`config.mk`:
```
export PLATFORM = sky130hd
export DESIGN_NAME = spi_port
export DESIGN_NICKNAME = d
export VERILOG_FILES = /design/src/rtl/spi_port.sv
export SDC_FILE = /design/constraint.sdc
export NUM_CORES = 1
export LEC_CHECK = 0
export ABC_AREA = 1
export BUFFER_PORTS_ARGS = -buffer_cell sky130_fd_sc_hd__clkbuf_2
export CORE_MARGIN = 1.5
export CORE_UTILIZATION = 61
export DETAILED_ROUTE_END_ITERATION = 6
export PLACE_DENSITY = 0.87
export SYNTH_ARGS = -nofsm -noshare
export SYNTH_HDL_FRONTEND = slang
export SYNTH_SLANG_ARGS = --single-unit
```
`constraint.sdc`:
```
create_clock -name clk -period 2.4 [get_ports clk]
set_clock_uncertainty 0.1 [all_clocks]
set_input_delay 0.12 -clock clk [delete_from_list [all_inputs] [get_ports clk]]
set_output_delay 0.12 -clock clk [all_outputs]
set_load 0.1 [all_outputs]
```
`src/rtl/spi_port.sv`:
```
module spi_port #(
  parameter int DIV_W = 8,
  parameter int DW    = 8
) (
  input  logic             clk,
  input  logic             rst_n,
  input  logic             ctrl_wr,
  input  logic             ctrl_en,
  input  logic             ctrl_master,
  input  logic [1:0]       ctrl_sel,
  input  logic [DIV_W-1:0] ctrl_div,
  input  logic             tx_wr,
  input  logic [DW-1:0]    tx_data,
  input  logic             flag_clr,
  output logic [DW-1:0]    rx_data,
  output logic             busy,
  output logic             done_flag,
  output logic             wcol_flag,
  output logic             modf_flag,
  output logic             master_act,
  output logic             mosi_o,
  output logic             mosi_oe,
  input  logic             mosi_i,
  output logic             miso_o,
  output logic             miso_oe,
  input  logic             miso_i,
  output logic             sck_o,
  output logic             sck_oe,
  input  logic             sck_i,
  output logic             nss_o,
  output logic             nss_oe,
  input  logic             nss_i
);
  localparam int CW = $clog2(DW);
  localparam logic [CW-1:0] LAST = CW'(DW - 1);

  logic             en_q, mst_q, sck_q, samp;
  logic [1:0]       mode_q;
  logic [DIV_W-1:0] div_q, div_cnt;
  logic [DW-1:0]    shreg;
  logic [CW-1:0]    bit_cnt;
  logic [2:0]       sck_sync, nss_sync;

  wire sck_rise   = sck_sync[1] & ~sck_sync[2];
  wire sck_fall   = ~sck_sync[1] & sck_sync[2];
  wire nss_lvl    = nss_sync[1];
  wire nss_fall   = ~nss_sync[1] & nss_sync[2];
  wire is_master  = en_q & mst_q;
  wire sl_sel     = en_q & ~mst_q & ((mode_q == 2'b00) | ((mode_q == 2'b01) & ~nss_lvl));
  wire mode_fault = is_master & (mode_q == 2'b01) & nss_fall;
  wire half_done  = div_cnt == div_q;
  wire [DW-1:0] shifted = {shreg[DW-2:0], samp};

  assign master_act = mst_q;
  assign sck_o      = sck_q;
  assign sck_oe     = is_master;
  assign mosi_o     = shreg[DW-1];
  assign mosi_oe    = is_master;
  assign miso_o     = shreg[DW-1];
  assign miso_oe    = sl_sel;
  assign nss_o      = mode_q[0];
  assign nss_oe     = is_master & mode_q[1];

  always_ff @(posedge clk or negedge rst_n) begin
    if (!rst_n) begin
      sck_sync <= '0;
      nss_sync <= '1;
    end else begin
      sck_sync <= {sck_sync[1:0], sck_i};
      nss_sync <= {nss_sync[1:0], nss_i};
    end
  end

  always_ff @(posedge clk or negedge rst_n) begin
    if (!rst_n) begin
      en_q      <= 1'b0;
      mst_q     <= 1'b0;
      mode_q    <= 2'b00;
      div_q     <= '0;
      div_cnt   <= '0;
      shreg     <= '0;
      bit_cnt   <= '0;
      samp      <= 1'b0;
      sck_q     <= 1'b0;
      busy      <= 1'b0;
      rx_data   <= '0;
      done_flag <= 1'b0;
      wcol_flag <= 1'b0;
      modf_flag <= 1'b0;
    end else begin
      if (flag_clr) begin
        done_flag <= 1'b0;
        wcol_flag <= 1'b0;
        modf_flag <= 1'b0;
      end
      if (ctrl_wr) begin
        en_q    <= ctrl_en;
        mst_q   <= ctrl_master;
        mode_q  <= ctrl_sel;
        div_q   <= ctrl_div;
        busy    <= 1'b0;
        bit_cnt <= '0;
        sck_q   <= 1'b0;
        div_cnt <= '0;
      end else if (!en_q) begin
        busy    <= 1'b0;
        bit_cnt <= '0;
        sck_q   <= 1'b0;
      end else if (mode_fault) begin
        mst_q     <= 1'b0;
        modf_flag <= 1'b1;
        busy      <= 1'b0;
        bit_cnt   <= '0;
        sck_q     <= 1'b0;
        div_cnt   <= '0;
      end else if (mst_q) begin
        if (busy) begin
          if (half_done) begin
            div_cnt <= '0;
            sck_q   <= ~sck_q;
            if (!sck_q) begin
              samp <= miso_i;
            end else begin
              shreg   <= shifted;
              bit_cnt <= bit_cnt + 1'b1;
              if (bit_cnt == LAST) begin
                busy      <= 1'b0;
                done_flag <= 1'b1;
                rx_data   <= shifted;
              end
            end
          end else begin
            div_cnt <= div_cnt + 1'b1;
          end
        end
      end else begin
        if (!sl_sel) begin
          busy    <= 1'b0;
          bit_cnt <= '0;
        end else if (sck_rise) begin
          samp <= mosi_i;
          busy <= 1'b1;
        end else if (sck_fall && busy) begin
          shreg   <= shifted;
          bit_cnt <= bit_cnt + 1'b1;
          if (bit_cnt == LAST) begin
            busy      <= 1'b0;
            done_flag <= 1'b1;
            rx_data   <= shifted;
          end
        end
      end
      if (tx_wr) begin
        if (busy) begin
          wcol_flag <= 1'b1;
        end else if (en_q && !ctrl_wr && !mode_fault) begin
          shreg <= tx_data;
          if (mst_q) begin
            busy    <= 1'b1;
            div_cnt <= '0;
            bit_cnt <= '0;
            sck_q   <= 1'b0;
          end
        end
      end
    end
  end

  // a write during a transfer is flagged and leaves the shifted byte alone
  p_wcol_r3: assert property (@(posedge clk) disable iff (!rst_n)
    (tx_wr && busy && !ctrl_wr) |=> (wcol_flag && $stable(shreg) || !busy));

  // a mode fault ends master operation and the transfer
  p_modf_release_r9: assert property (@(posedge clk) disable iff (!rst_n)
    (mode_fault && !ctrl_wr) |=> (modf_flag && !mst_q && !busy && !sck_q));

  // a deselected 4-wire slave never starts counting
  p_slave_ignore_r6: assert property (@(posedge clk) disable iff (!rst_n)
    (en_q && !mst_q && mode_q == 2'b01 && nss_lvl && !ctrl_wr) |=> (!busy && bit_cnt == '0));

  // the master clock stays low whenever no transfer runs
  p_sck_idle_r1: assert property (@(posedge clk) disable iff (!rst_n)
    (!busy && !$past(busy)) |-> !sck_q);

  // completion coincides with loading the read register
  p_done_load_r2: assert property (@(posedge clk) disable iff (!rst_n)
    $rose(done_flag) |-> (!busy && $past(busy)));

  // a driven select output holds steady while the mode is unchanged
  p_nss_hold_r8: assert property (@(posedge clk) disable iff (!rst_n)
    (nss_oe && $past(nss_oe) && !$past(ctrl_wr)) |-> $stable(nss_o));
endmodule

```
==> Yosys cells after proc, flatten, opt, wreduce, memory -nomap -nowiden <==
Cells that the tools add are included.
{ "classes": {"add_sub_neg": 2, "n_eq_ne": 8, "n_mux": 99, "bitwise_logic": 18, "reduce_logical": 14} }
{ "op_table": {"columns": ["op", "count"], "rows": [
  ["8-bit 2-to-1 mux", 31],
  ["1-bit 2-to-1 mux", 54],
  ["3-bit 2-to-1 mux", 14],
  ["1-bit bitwise AND", 10],
  ["2-bit nonzero test", 5],
  ["9-bit AND reduction", 1],
  ["8-bit by 1-bit adder with 8-bit output, second input constant", 1],
  ["8-bit equality test", 1],
  ["8-bit AND reduction", 1],
  ["1-bit inverter", 7],
  ["2-bit != test, second input constant", 3],
  ["2-bit by 1-bit != test with 1-bit output, second input constant", 2],
  ["3-bit by 1-bit adder with 3-bit output, second input constant", 1],
  ["3-bit equality test, second input constant", 1],
  ["1-bit logical AND", 3],
  ["2-bit by 1-bit equality test with 1-bit output, second input constant", 1],
  ["1-bit zero test", 2],
  ["2-bit zero test", 1],
  ["2-bit AND reduction", 1],
  ["1-bit OR", 1]
]} }
{ "word_totals": {"ff_bits": 51, "out_inout_bits": 21} }

==> Logic depth before layout (Yosys ltp) <==
Gate-level depths: netlist of the first run.
{ "depth": {"ltp_word": 14, "ltp_mapped": 12, "mapped_depth_nobuf": 12} }

==> Least setup slack after synthesis of the first run <==
OpenSTA, ideal clock, no wires.
{ "synth_timing": {"path_type": "reg2reg", "from": "register mst_q (netlist: master_act)", "to": "register samp", "setup_time_ns": 0.117, "arrival_ns": 2.399, "required_ns": 2.183, "slack_ns": -0.216, "path_stages_with_launch": 9, "path_buffers": 0, "period_less_slack_ns": 2.616, "cell_sequence": "dfrtp_1 inv_2 nand4_4 inv_1 nor2_1 nor3_1 nand3_1 nand2_1 nand2_1"} }
{ "synth_between": {"elab_chain_len": 5} }
{ "synth_lines": {"columns": ["element", "line", "text"], "rows": [
  ["start: declaration", "37", "logic en_q, mst_q, sck_q, samp;"],
  ["start signal: assignment", "98", "mst_q <= ctrl_master;"],
  ["1-bit inverter", "49", "wire sl_sel = en_q & ~mst_q & ((mode_q == 2'b00) | ((mode_q == 2'b01) & ~nss_lvl));"],
  ["1-bit bitwise AND (2 in a row)", "49", null],
  ["named net miso_oe", "25", "output logic miso_oe,"],
  ["2-bit nonzero test (no line)", null, null],
  ["8-bit AND reduction (no line)", null, null],
  ["end signal: assignment", "122", "samp <= miso_i;"],
  ["end signal: assignment", "141", "samp <= mosi_i;"],
  ["end: declaration", "37", null]
]} }
The timed path passes the listed nets, and every way through them passes these cells.
A chain may end at the register's enable or synchronous reset.

==> Final worst setup path of the first run <==
{ "layout_timing": {"from": "register div_cnt[5]", "to": "register rx_data[5]"} }
{ "layout_between": {"elab_chain_len": 3} }
{ "layout_lines": {"columns": ["element", "line", "text"], "rows": [
  ["start: declaration", "39", "logic [DIV_W-1:0] div_q, div_cnt;"],
  ["start signal: assignment", "133", "div_cnt <= div_cnt + 1'b1;"],
  ["8-bit equality test", "51", "wire half_done = div_cnt == div_q;"],
  ["2-bit by 1-bit != test with 1-bit output (no line)", null, null],
  ["9-bit AND reduction (no line)", null, null],
  ["end signal: assignment", "129", "rx_data <= shifted;"],
  ["end signal: assignment", "149", "rx_data <= shifted;"],
  ["end: declaration", "15", "output logic [DW-1:0] rx_data,"]
]} }
Every way passes these cells.

==> results.md, run 1 <==
* Hold_sp: tx_data[6]
* Die X-Extent at 73.2 um
* Clk_lat worst skew at 310 ps
* Status: finished with violations
* Initial core utilization at 0.636
* Area share of the largest cell type after synthesis at 0.400
* Grt ovf at 0
* Pins Over Slew Limit at 0
* CTS tree: yes
* Worst-path clk slew at 80 ps
* Hold Path Sink: shreg[6]
* # placed instances at 511
* Max cap viols at 0
* Worst EP required at 2500 ps
* Mapped Area at 0.00300 mm^2
* Detailed Route WL at 7070 um
* CP arrival at 2260 ps
* Synthesis warning total at 0
* Post-layout min period at 2160 ps
* Peak supply drop at 0.000342 V
* Synthesized instance count at 403
* Finished Layout Cells at 533
* Num CTS Buffers at 5
* FF-to-FF path depth at 10
* GPL Wtd Cong at 0.967
* Crit-path max cell delay at 450 ps
* Top post-synthesis cells by area: dfrtp_1 (40%), nand2_1 (15%), a21oi_1 (6.0%), inv_1 (5.9%), nor2_1 (4.2%)
* Pwr dens at 586 mW/mm^2
* Leak at 1.85 nW
* Seq/Total Area, Yosys at 0.426
* Final layout net count at 500
* Count of flip-flops with a built-in enable after synthesis at 0
* Worst Hold Class: input pin to register
* Critical path class: register to register
* Fraction of registers with async set/reset at 1.00
* Num ports at 50
* Final Hold Viols at 1
* Worst path slowest cell: dfrtp_1
* Htree depth at 2
* Post-Synth XOR/XNOR Area at 0.0117
* Die area at 0.00535 mm^2
* 1st-pass router iterations at 6
* Iteration-0 DRC Markers at 237
* Postcts setup bufs at 0
* CTS Sinks at 51
* Placement Cell Area at 0.00330 mm^2
* WHS at -7.83 ps
* RSZ-0062 raised after global routing: false
* Cts repair resizes at 0
* Flop-to-flop setup slack at 240 ps
* Setup violators final at 0
* Worst-path fanout max at 16
* Max Fclk at 462 MHz
* PortBufs at 49
* Worst slew pin tran at 638 ps
* Post-cts hold buffer count at 16
* Via-to-Cell Ratio at 5.37
* Number of synthesized register bits at 51
* Crit path cell chain: inv_2, nand2_1, nand2_1, nand2_1, nor2_2, nand2_1, o21ai_1, nand2_4, nand2_1, o21ai_2
* Reg-to-Reg End: rx_data[5]
* First-pass GRT wire length at 11900 um
* Syn avg cell area at 7.45 um^2
* Initial antenna violation count at 0
* Setup TNS at 0 ps
* WL per Instance at 13.3 um
* Most repeated library cell on the critical path: nand2_1
* Placed wire-length estimate at 4980 um
* Post-synthesis simple-gate area fraction at 0.317
* Cell variety after synth at 36
* Largest net degree at the start of global routing at 52
* Antenna-violating nets left at 0
* Failing checks: negative hold slack
* Inserted Diodes at 0
* Vias in the first global route at 2728
* Multiplexer share of the synthesized area at 0
* Post-Synth Adder-Cell Area at 0.0167
* Post-route design area at 0.00353 mm^2
* Worst setup EP type: register
* Largest family of logic cells by synthesized area: simple AND/OR/NAND/NOR gates
* Clock root buffer master: clkbuf_8
* Slew margin rel. at 0.575
* Layout overhead on the synthesized area at 17.6%
* DR DRC count at 0
* Synth top cells by count: nand2_1 (121), dfrtp_1 (48), inv_1 (47), a21oi_1 (36), nor2_1 (34)
* Worst reg2reg startpoint: div_cnt[5]
* Period utilisation layout at 0.901
* DIE HEIGHT at 73.2 um
* Synth Area in Compound Gates at 0.130
* Max clock buf depth at 2
* All-Layer GR Usage at 0.287
* Final-layout fill cell count at 374
* Ys flop type: dfrtp_1
* Cell taking the most area after synthesis: dfrtp_1
* Row count at 25
* Most frequent cell after synthesis: nand2_1
* Layout cell share with drive strength beyond 1 at 0.215
* Via count at 2860
* Core Area at 0.00472 mm^2
* Cells on Worst Hold Path at 3
* Syn Nets at 436
* CP startpoint kind: register
-- where the power goes --
part           internal (W)  total, W  switching [W]
combinational      0.000169  0.000610       0.000442
clock              0.000195  0.000459       0.000264
sequential         0.000936  0.000999      0.0000636
-- per-layer routing --
| metal | vias to the layer above | wire length, um | track usage |
|---|---|---|---|
| li1 | 1403 | - | - |
| met1 | 1296 | 2990 | 0.356 |
| met2 | 132 | 3380 | 0.487 |
| met3 | 29 | 465 | 0.0566 |
| met4 | 0 | 237 | 0.117 |
| met5 | - | 0 | 0 |
-- cell families after synthesis --
family | after synthesis
xor+xnor | 4
buf+inv | 68
simple gates | 207
fa+ha+maj | 4
flops | 51
compound gates | 69
-- state kept, by name, summed over array words and instances, names as in the netlist, 2 cells and up --
name,flops
mode_q,2
sck_sync,3
div_q,8
rx_data,8
nss_sync,3
bit_cnt,3
shreg,8
div_cnt,8
-- layout make-up --
type                    count  area (um^2)  area share
clock buffers               6         72.6      0.0205
multi-input cells         284         1430       0.405
well taps                  67         83.8      0.0237
flip-flops and latches     51         1280       0.363
inverters                  54          211      0.0598
repair buffers             71          450       0.127
-- cell usage in the layout, fill, tap and decap left out, drive strengths merged, types with 6 or more instances in the layout --
cell type | Yosys | routed
dlygate4sd3 | 0 | 16
a21oi | 36 | 36
nand3 | 22 | 22
clkbuf | 4 | 55
nand4 | 12 | 12
buf | 10 | 6
dfrtp | 48 | 48
o22ai | 8 | 8
inv | 53 | 52
nor2 | 38 | 38
nand2 | 129 | 129
o21ai | 24 | 24
-- critical path: cells and delay by family (launching register included) --
| family | cells | cell delay [ps] |
|---|---|---|
| compound gates | 2 | 360 |
| buf+inv | 1 | 90 |
| flops | 1 | 450 |
| simple gates | 7 | 1050 |
-- how the worst max path moves through the flow --
stage,end,startpoint
2_1_floorplan,rx_data[6],busy
3_3_place_gp,rx_data[4],div_cnt[0]
3_5_place_dp,rx_data[5],div_cnt[0]
4_1_cts,rx_data[5],div_cnt[5]
5_1_grt,rx_data[1],div_cnt[0]
6_report,rx_data[5],div_cnt[5]
-- stage by stage --
step | hold slack, ps | utilization | total power, W | setup slack (ps)
final | -7.83 | 0.748 | 0.00207 | 237
after CTS | 3.40 | 0.748 | 0.00207 | 285
after floorplan | -276 | - | 0.00146 | 18.7
after global routing | 6.21 | 0.748 | 0.00217 | 41.1
after global placement | 110 | 0.699 | 0.00158 | 415
after detailed placement | 109 | 0.699 | 0.00160 | 330
(Power assumes the default switching activity.)
==> inputs of run 2 (changes only) <==
- CELL_PAD_IN_SITES_DETAIL_PLACEMENT: default -> 0
- CELL_PAD_IN_SITES_GLOBAL_PLACEMENT: default -> 2
- CORE_UTILIZATION: 61 -> 34
- PLACE_DENSITY: 0.87 -> 0.86
==> results.md, run 2 (synthesized netlist as in run 1, its figures left out) <==
* FF-to-FF path depth at 9 (-1)
* Inserted Diodes at 0 (unchanged)
* Seq pwr share at 0.463 (-0.020)
* Internal power at 0.00138 W (+6.4%)
* CTS Sinks at 51 (unchanged)
* Final-layout fill cell count at 908 (+140%)
* RSZ-0062 raised after global routing: false
* Row count at 34 (+36%)
* Vias in the first global route at 2799 (+2.6%)
* Switching power at 0.000778 W (+1.1%)
* Combinational power share at 0.286 (-0.009)
* DR DRC count at 0 (unchanged)
* Worst setup EP type: register
* Setup violators final at 0 (unchanged)
* CP arrival at 2160 ps (-100 ps)
* Clock power share at 0.251 (+0.029)
* Worst Hold Class: input pin to register
* Via count at 2776 (-2.9%)
* Via-to-Cell Ratio at 4.75 (-12%)
* Post-layout util at 0.429 (-0.319)
* Die X-Extent at 97 um (+33%)
* Detailed Route WL at 7630 um (+8.0%)
* GPL Wtd Cong at 0.828 (-14%)
* 1st-pass router iterations at 4 (-2)
* Initial core utilization at 0.348 (-0.288)
* Worst slew pin tran at 681 ps (+42.3 ps)
* Clock root buffer master: clkbuf_8
* Switch share at 0.360 (-0.0117)
* Worst EP required at 2530 ps (+30 ps)
* Flop-to-flop setup slack at 370 ps (+130 ps)
* All-Layer GR Usage at 0.176 (-0.110)
* Pins Over Slew Limit at 0 (unchanged)
* Grt ovf at 0 (unchanged)
* First-pass GRT wire length at 13500 um (+13%)
* Worst reg2reg startpoint: div_cnt[2]
* Most frequent cells in the layout: nand2_1 (121), clkbuf_2 (49), inv_1 (46), dfrtp_1 (46), a21oi_1 (36)
* Layout overhead on the synthesized area at 23.4%
* Slew margin rel. at 0.546 (-0.0282)
* Worst-path clk slew at 100 ps (+20 ps)
* PortBufs at 49 (unchanged)
* CP startpoint kind: register
* Leak at 1.91 nW (+3.2%)
* CTS tree: yes
* Iteration-0 DRC Markers at 109 (-54%)
* Reg-to-Reg End: shreg[1]
* Die area at 0.00941 mm^2 (+76%)
* Worst-path fanout max at 9 (-7)
* Num CTS Buffers at 5 (unchanged)
* Num ports at 50 (unchanged)
* Status: finished clean
* Post-layout min period at 2030 ps (-129 ps)
* Placed wire-length estimate at 5770 um (+16%)
* Peak supply drop at 0.000237 V (-31%)
* Antenna-violating nets left at 0 (unchanged)
* Initial antenna violation count at 0 (unchanged)
* Cells on Worst Hold Path at 3 (unchanged)
* Core Area at 0.00864 mm^2 (+83%)
* Final layout net count at 509 (+1.8%)
* Critical path class: register to register
* Hold Path Sink: shreg[5]
* Pwr dens at 583 mW/mm^2 (-0.48%)
* WL per Instance at 13.0 um (-1.6%)
* Htree depth at 2 (unchanged)
* Period utilisation layout at 0.847 (-0.0539)
* Max Fclk at 492 MHz (+6.4%)
* Setup TNS at 0 ps (unchanged)
* Layout cell share with drive strength beyond 1 at 0.220 (+0.00553)
* Max cap viols at 0 (unchanged)
* Hold_sp: tx_data[5]
* Max clock buf depth at 2 (unchanged)
* Largest net degree at the start of global routing at 31 (-40%)
* Final Hold Viols at 0 (-1)
* Clk_lat worst skew at 300 ps (about the same)
* DIE HEIGHT at 97 um (+33%)
* Most common cell after layout, fill and taps aside: nand2_1
[run 2: cell types whose count changed in the layout (fill, tap and decap cells not counted), sizes merged]
cell and delta:
buf +3, dlygate4sd3 +6, clkbuf +2
[run 2: per-stage QoR]
step / instance area, um^2 / hold slack (ps) / std cells / worst slack, ps / power (W)
final: 3710 / 8.22 / 585 / 366 / 0.00216
after global routing: 3710 / 20.8 / 585 / 156 / 0.00231
after detailed placement: 3390 / 88.9 / 555 / 379 / 0.00161
after floorplan: 3010 / -276 / 403 / 18.7 / 0.00146
after CTS: 3710 / 6.28 / 585 / 350 / 0.00220
after global placement: 3390 / 93.3 / 555 / 381 / 0.00161
[run 2: power groups by stage]
stage | Sequential [W] | Combinational [W] | Clock [W]
2_1_floorplan | 0.00108 | 0.000385 | 0
3_3_place_gp | 0.00102 | 0.000593 | 0
3_5_place_dp | 0.00102 | 0.000594 | 0
4_1_cts | 0.00100 | 0.000624 | 0.000575
5_1_grt | 0.00101 | 0.000688 | 0.000605
6_report | 0.00100 | 0.000617 | 0.000543
[run 2: per-layer routing]
layer,part of all wire,up-vias,GRT usage
met3,0.031,13,0.0267
met1,0.46,1281,0.230
li1,-,1431,-
met4,0.014,0,0.0602
met2,0.49,51,0.299
met5,0,-,0
[run 2: worst max-delay path by stage]
| stage | startpoint | end | slack [ps] | cells after the start |
|---|---|---|---|---|
| floorplan | busy | rx_data[6] | 20 | 8 |
| detailed placement | div_cnt[2] | shreg[4] | 380 | 9 |
| global placement | div_cnt[2] | shreg[4] | 380 | 9 |
| finish | div_cnt[2] | shreg[1] | 370 | 9 |
| CTS | div_cnt[2] | shreg[1] | 350 | 9 |
| global route | div_cnt[2] | shreg[7] | 160 | 9 |
[run 2: area by class of cell]
class	count	area, um^2	share of cell area
Multi-Input combinational cell	284	1430	0.386
Sequential cell	51	1280	0.346
Timing Repair Buffer	80	546	0.147
Inverter	54	211	0.0570
Tap cell	108	135	0.0364
Clock buffer	8	100	0.0270
[run 2: what timing repair did]
action,CTS,global route
setup buffers,0,0
hold buffers,22,0
resized for setup,0,0
hold endpoints to repair,41,0
[run 2: critical path, stage by stage, from the launching register on]
cell and delay, ps:
dfrtp_1 440, xnor2_1 170, nand2_1 70, nor2_1 270, buf_4 240, nand4_1 190
buf_4 250, nand2_1 60, nand2_1 50, a21oi_1 120
==> inputs of run 3 (changes only) <==
- ABC_AREA: 1 -> 0
- CORE_UTILIZATION: 34 -> 35
- PLACE_DENSITY: 0.86 -> 0.81
- clock period: 2.4 -> 2 ns (I/O delays scaled with it)
==> results.md, run 3 <==
* Status: finished clean
* CP startpoint: nss_sync[2]
* Top post-synthesis cells by area: dfrtp_1 (48%), mux2_2 (4.5%), mux2_1 (3.6%), a221o_1 (3.2%), dfstp_2 (3.2%)
* All-Layer GR Usage at 0.167 (-0.00929)
* Largest net degree at the start of global routing at 37 (+19%)
* CP startpoint kind: register
* Final Hold Viols at 0 (unchanged)
* First-pass GRT wire length at 9700 um (-28%)
* Combinational power share at 0.205 (-0.081)
* Max clock buf depth at 2 (unchanged)
* Switch share at 0.302 (-0.0584)
* WL per Instance at 14.6 um (+12%)
* Leak at 1.64 nW (-14%)
* CTS tree: yes
* Area share of the largest cell type after synthesis at 0.484 (+0.0843)
* Hold_sp: flag_clr
* GPL Wtd Cong at 0.797 (-3.8%)
* Cells on Worst Hold Path at 3 (unchanged)
* FF-to-FF path depth at 6 (-3)
* RSZ-0062 raised after global routing: true
* Internal power at 0.00180 W (+30%)
* Cell variety after synth at 48 (+33%)
* Cell taking the most area after synthesis: dfrtp_1
* DR DRC count at 0 (unchanged)
* DIE HEIGHT at 87.2 um (-10%)
* Mapped Area at 0.00248 mm^2 (-17%)
* Antenna-violating nets left at 0 (unchanged)
* Reg-to-Reg End: rx_data[1]
* Worst setup EP type: register
* Syn Nets at 254 (-42%)
* Seq/Total Area, Yosys at 0.516 (+0.0898)
* Pwr dens at 765 mW/mm^2 (+31%)
* Crit-path max cell delay at 530 ps (+90 ps)
* Flop-to-flop setup slack at 50 ps (-320 ps)
* Synth top cells by count: dfrtp_1 (48), nand2_1 (17), and3_1 (12), nor2_1 (12), mux2_2 (10)
* Placed wire-length estimate at 4340 um (-25%)
* Synthesized instance count at 221 (-45%)
* Switching power at 0.000780 W (+0.21%)
* Worst reg2reg startpoint: nss_sync[2]
* Placement Cell Area at 0.00300 mm^2 (-12%)
* Clock root buffer master: clkbuf_8
* Most frequent cell after synthesis: dfrtp_1
* Num ports at 50 (unchanged)
* Pins Over Slew Limit at 0 (unchanged)
* Worst-path fanout max at 8 (-1)
* Worst-path clk slew at 90 ps (about the same)
* Worst EP required at 2100 ps (-430 ps)
* Initial antenna violation count at 0 (unchanged)
* Vias in the first global route at 1996 (-29%)
* Max Fclk at 512 MHz (+4.2%)
* Slew margin rel. at 0.637 (+0.0903)
* Iteration-0 DRC Markers at 144 (+32%)
* Setup violators final at 0 (unchanged)
* Inserted Diodes at 0 (unchanged)
* Detailed Route WL at 5930 um (-22%)
* Worst path slowest cell: dfstp_2
* Num CTS Buffers at 5 (unchanged)
* # placed instances at 378 (-32%)
* Critical path class: register to register
* Final layout net count at 343 (-33%)
* Most common cell after layout, fill and taps aside: clkbuf_2
* Die X-Extent at 87.2 um (-10%)
* Initial core utilization at 0.363 (+0.0153)
* Layout overhead on the synthesized area at 36.1%
* Row count at 30 (-12%)
* Count of flip-flops with a built-in enable after synthesis at 0 (unchanged)
* Number of synthesized register bits at 51 (unchanged)
* Area of the multi-input gates at 0.00119 mm^2 (-17%)
* Max cap viols at 0 (unchanged)
* Post-layout min period at 1950 ps (-81.3 ps)
* Hold Path Sink: modf_flag
* Most frequent cells in the layout: clkbuf_2 (49), dfrtp_1 (44), buf_4 (24)
* Finished Layout Cells at 407 (-30%)
* Htree depth at 2 (unchanged)
* 1st-pass router iterations at 4 (unchanged)
* Worst Hold Class: input pin to register
* Crit path cell chain: nor4bb_2, buf_4, nand2_2, and4_4, o21ai_4, mux2_1
* Fraction of registers with async set/reset at 1.00 (unchanged)
* Syn avg cell area at 11.2 um^2 (+51%)
* Worst slew pin tran at 547 ps (-133 ps)
* PortBufs at 49 (unchanged)
* Final-layout fill cell count at 657 (-28%)
* Clk_lat worst skew at 310 ps (about the same)
* Grt ovf at 0 (unchanged)
* Seq pwr share at 0.464 (about the same)
* Peak supply drop at 0.000480 V (+100%)
* Synthesis warning total at 0 (unchanged)
* Via count at 2020 (-27%)
* Clock power share at 0.331 (+0.080)
* Layout cell share with drive strength beyond 1 at 0.383 (+0.163)
* Die area at 0.00760 mm^2 (-19%)
* CP top delay family: flip-flops
* Period utilisation layout at 0.976 (+0.129)
* CP arrival at 2050 ps (-110 ps)
* Ys flop type: dfrtp_1
* CTS Sinks at 51 (unchanged)
* Post-route design area at 0.00338 mm^2 (-8.9%)
* Worst path bufs/invs at 1 (-1)
* Via-to-Cell Ratio at 4.96 (+4.6%)
* Register area at 0.00129 mm^2 (+0.39%)
* Core Area at 0.00683 mm^2 (-21%)
[run 3: cell types whose count changed after synthesis, sizes merged, moves of 5 or more]
cell / before / now
nand2: 129 / 17
inv: 53 / 6
a21oi: 36 / 9
nor2: 38 / 12
mux2: 0 / 18
nand3: 22 / 6
o21ai: 24 / 11
and3: 0 / 12
nand4: 12 / 3
a221o: 0 / 8
o22ai: 8 / 0
xor2: 1 / 8
buf: 10 / 5
nor3: 2 / 7
[run 3: through the flow]
stage	TNS (ps)	utilization	hold WS, ps	setup WS [ps]	power, W
finish	0	0.494	5.76	47.4	0.00258
global route	-393	0.494	22.7	-45.7	0.00270
CTS	0	0.488	12.5	4.37	0.00260
detailed placement	-681	0.438	-39.7	-70.2	0.00172
global placement	-535	0.438	-39.0	-53.1	0.00171
floorplan	-7010	-	-296	-302	0.00156
[run 3: final cells by class]
class / count / area share
Clock buffer: 5 / 0.0204
Clock inverter: 3 / 0.0200
Inverter: 6 / 0.00778
Multi-Input combinational cell: 155 / 0.352
Sequential cell: 51 / 0.381
Tap cell: 96 / 0.0356
Timing Repair Buffer: 91 / 0.183
[run 3: kinds of logic (layout without fill, tap and decap cells)]
group,count (synthesis),count (layout),synth area share
compound gates,47,47,0.137
xor+xnor,9,9,0.0318
fa+ha+maj,4,4,0.0202
buf+inv,15,105,0.0292
flops,51,51,0.516
mux,21,21,0.0938
simple gates,74,74,0.172
[run 3: timing repair]
item                                   4_1_cts  5_1_grt
setup buffers                                2        5
setup endpoints to repair                   15       26
endpoints found under the hold margin       46        0
gates resized for setup                      3        9
pin swaps                                    3        6
hold buffers                                16        0
[run 3: worst max path at each step]
stage                  to  slack, ps  cells after the start
6_report       rx_data[1]         50                      6
5_1_grt          shreg[0]        -50                      6
4_1_cts          shreg[0]          4                      6
3_5_place_dp   bit_cnt[1]        -70                      7
3_3_place_gp     shreg[4]        -50                      6
2_1_floorplan  rx_data[0]       -300                      6
[run 3: routing by layer]
layer	vias to the layer above	track usage	routed length, um
met4	0	0.0563	88
met1	970	0.235	2980
met5	-	0	0
li1	987	-	-
met2	55	0.256	2620
met3	8	0.0370	244
[run 3: worst reg2reg max path: stages (launching register included)]
cell,delay [ps]
dfstp_2,530
nor4bb_2,200
buf_4,160
nand2_2,40
and4_4,160
o21ai_4,290
mux2_1,360
[run 3: power by group through the flow]
| stage | Sequential (W) | Clock [W] | Combinational (W) |
|---|---|---|---|
| 6_report | 0.00120 | 0.000855 | 0.000531 |
| 4_1_cts | 0.00120 | 0.000876 | 0.000528 |
| 3_5_place_dp | 0.00122 | 0 | 0.000501 |
| 5_1_grt | 0.00121 | 0.000916 | 0.000568 |
| 2_1_floorplan | 0.00129 | 0 | 0.000268 |
| 3_3_place_gp | 0.00121 | 0 | 0.000499 |
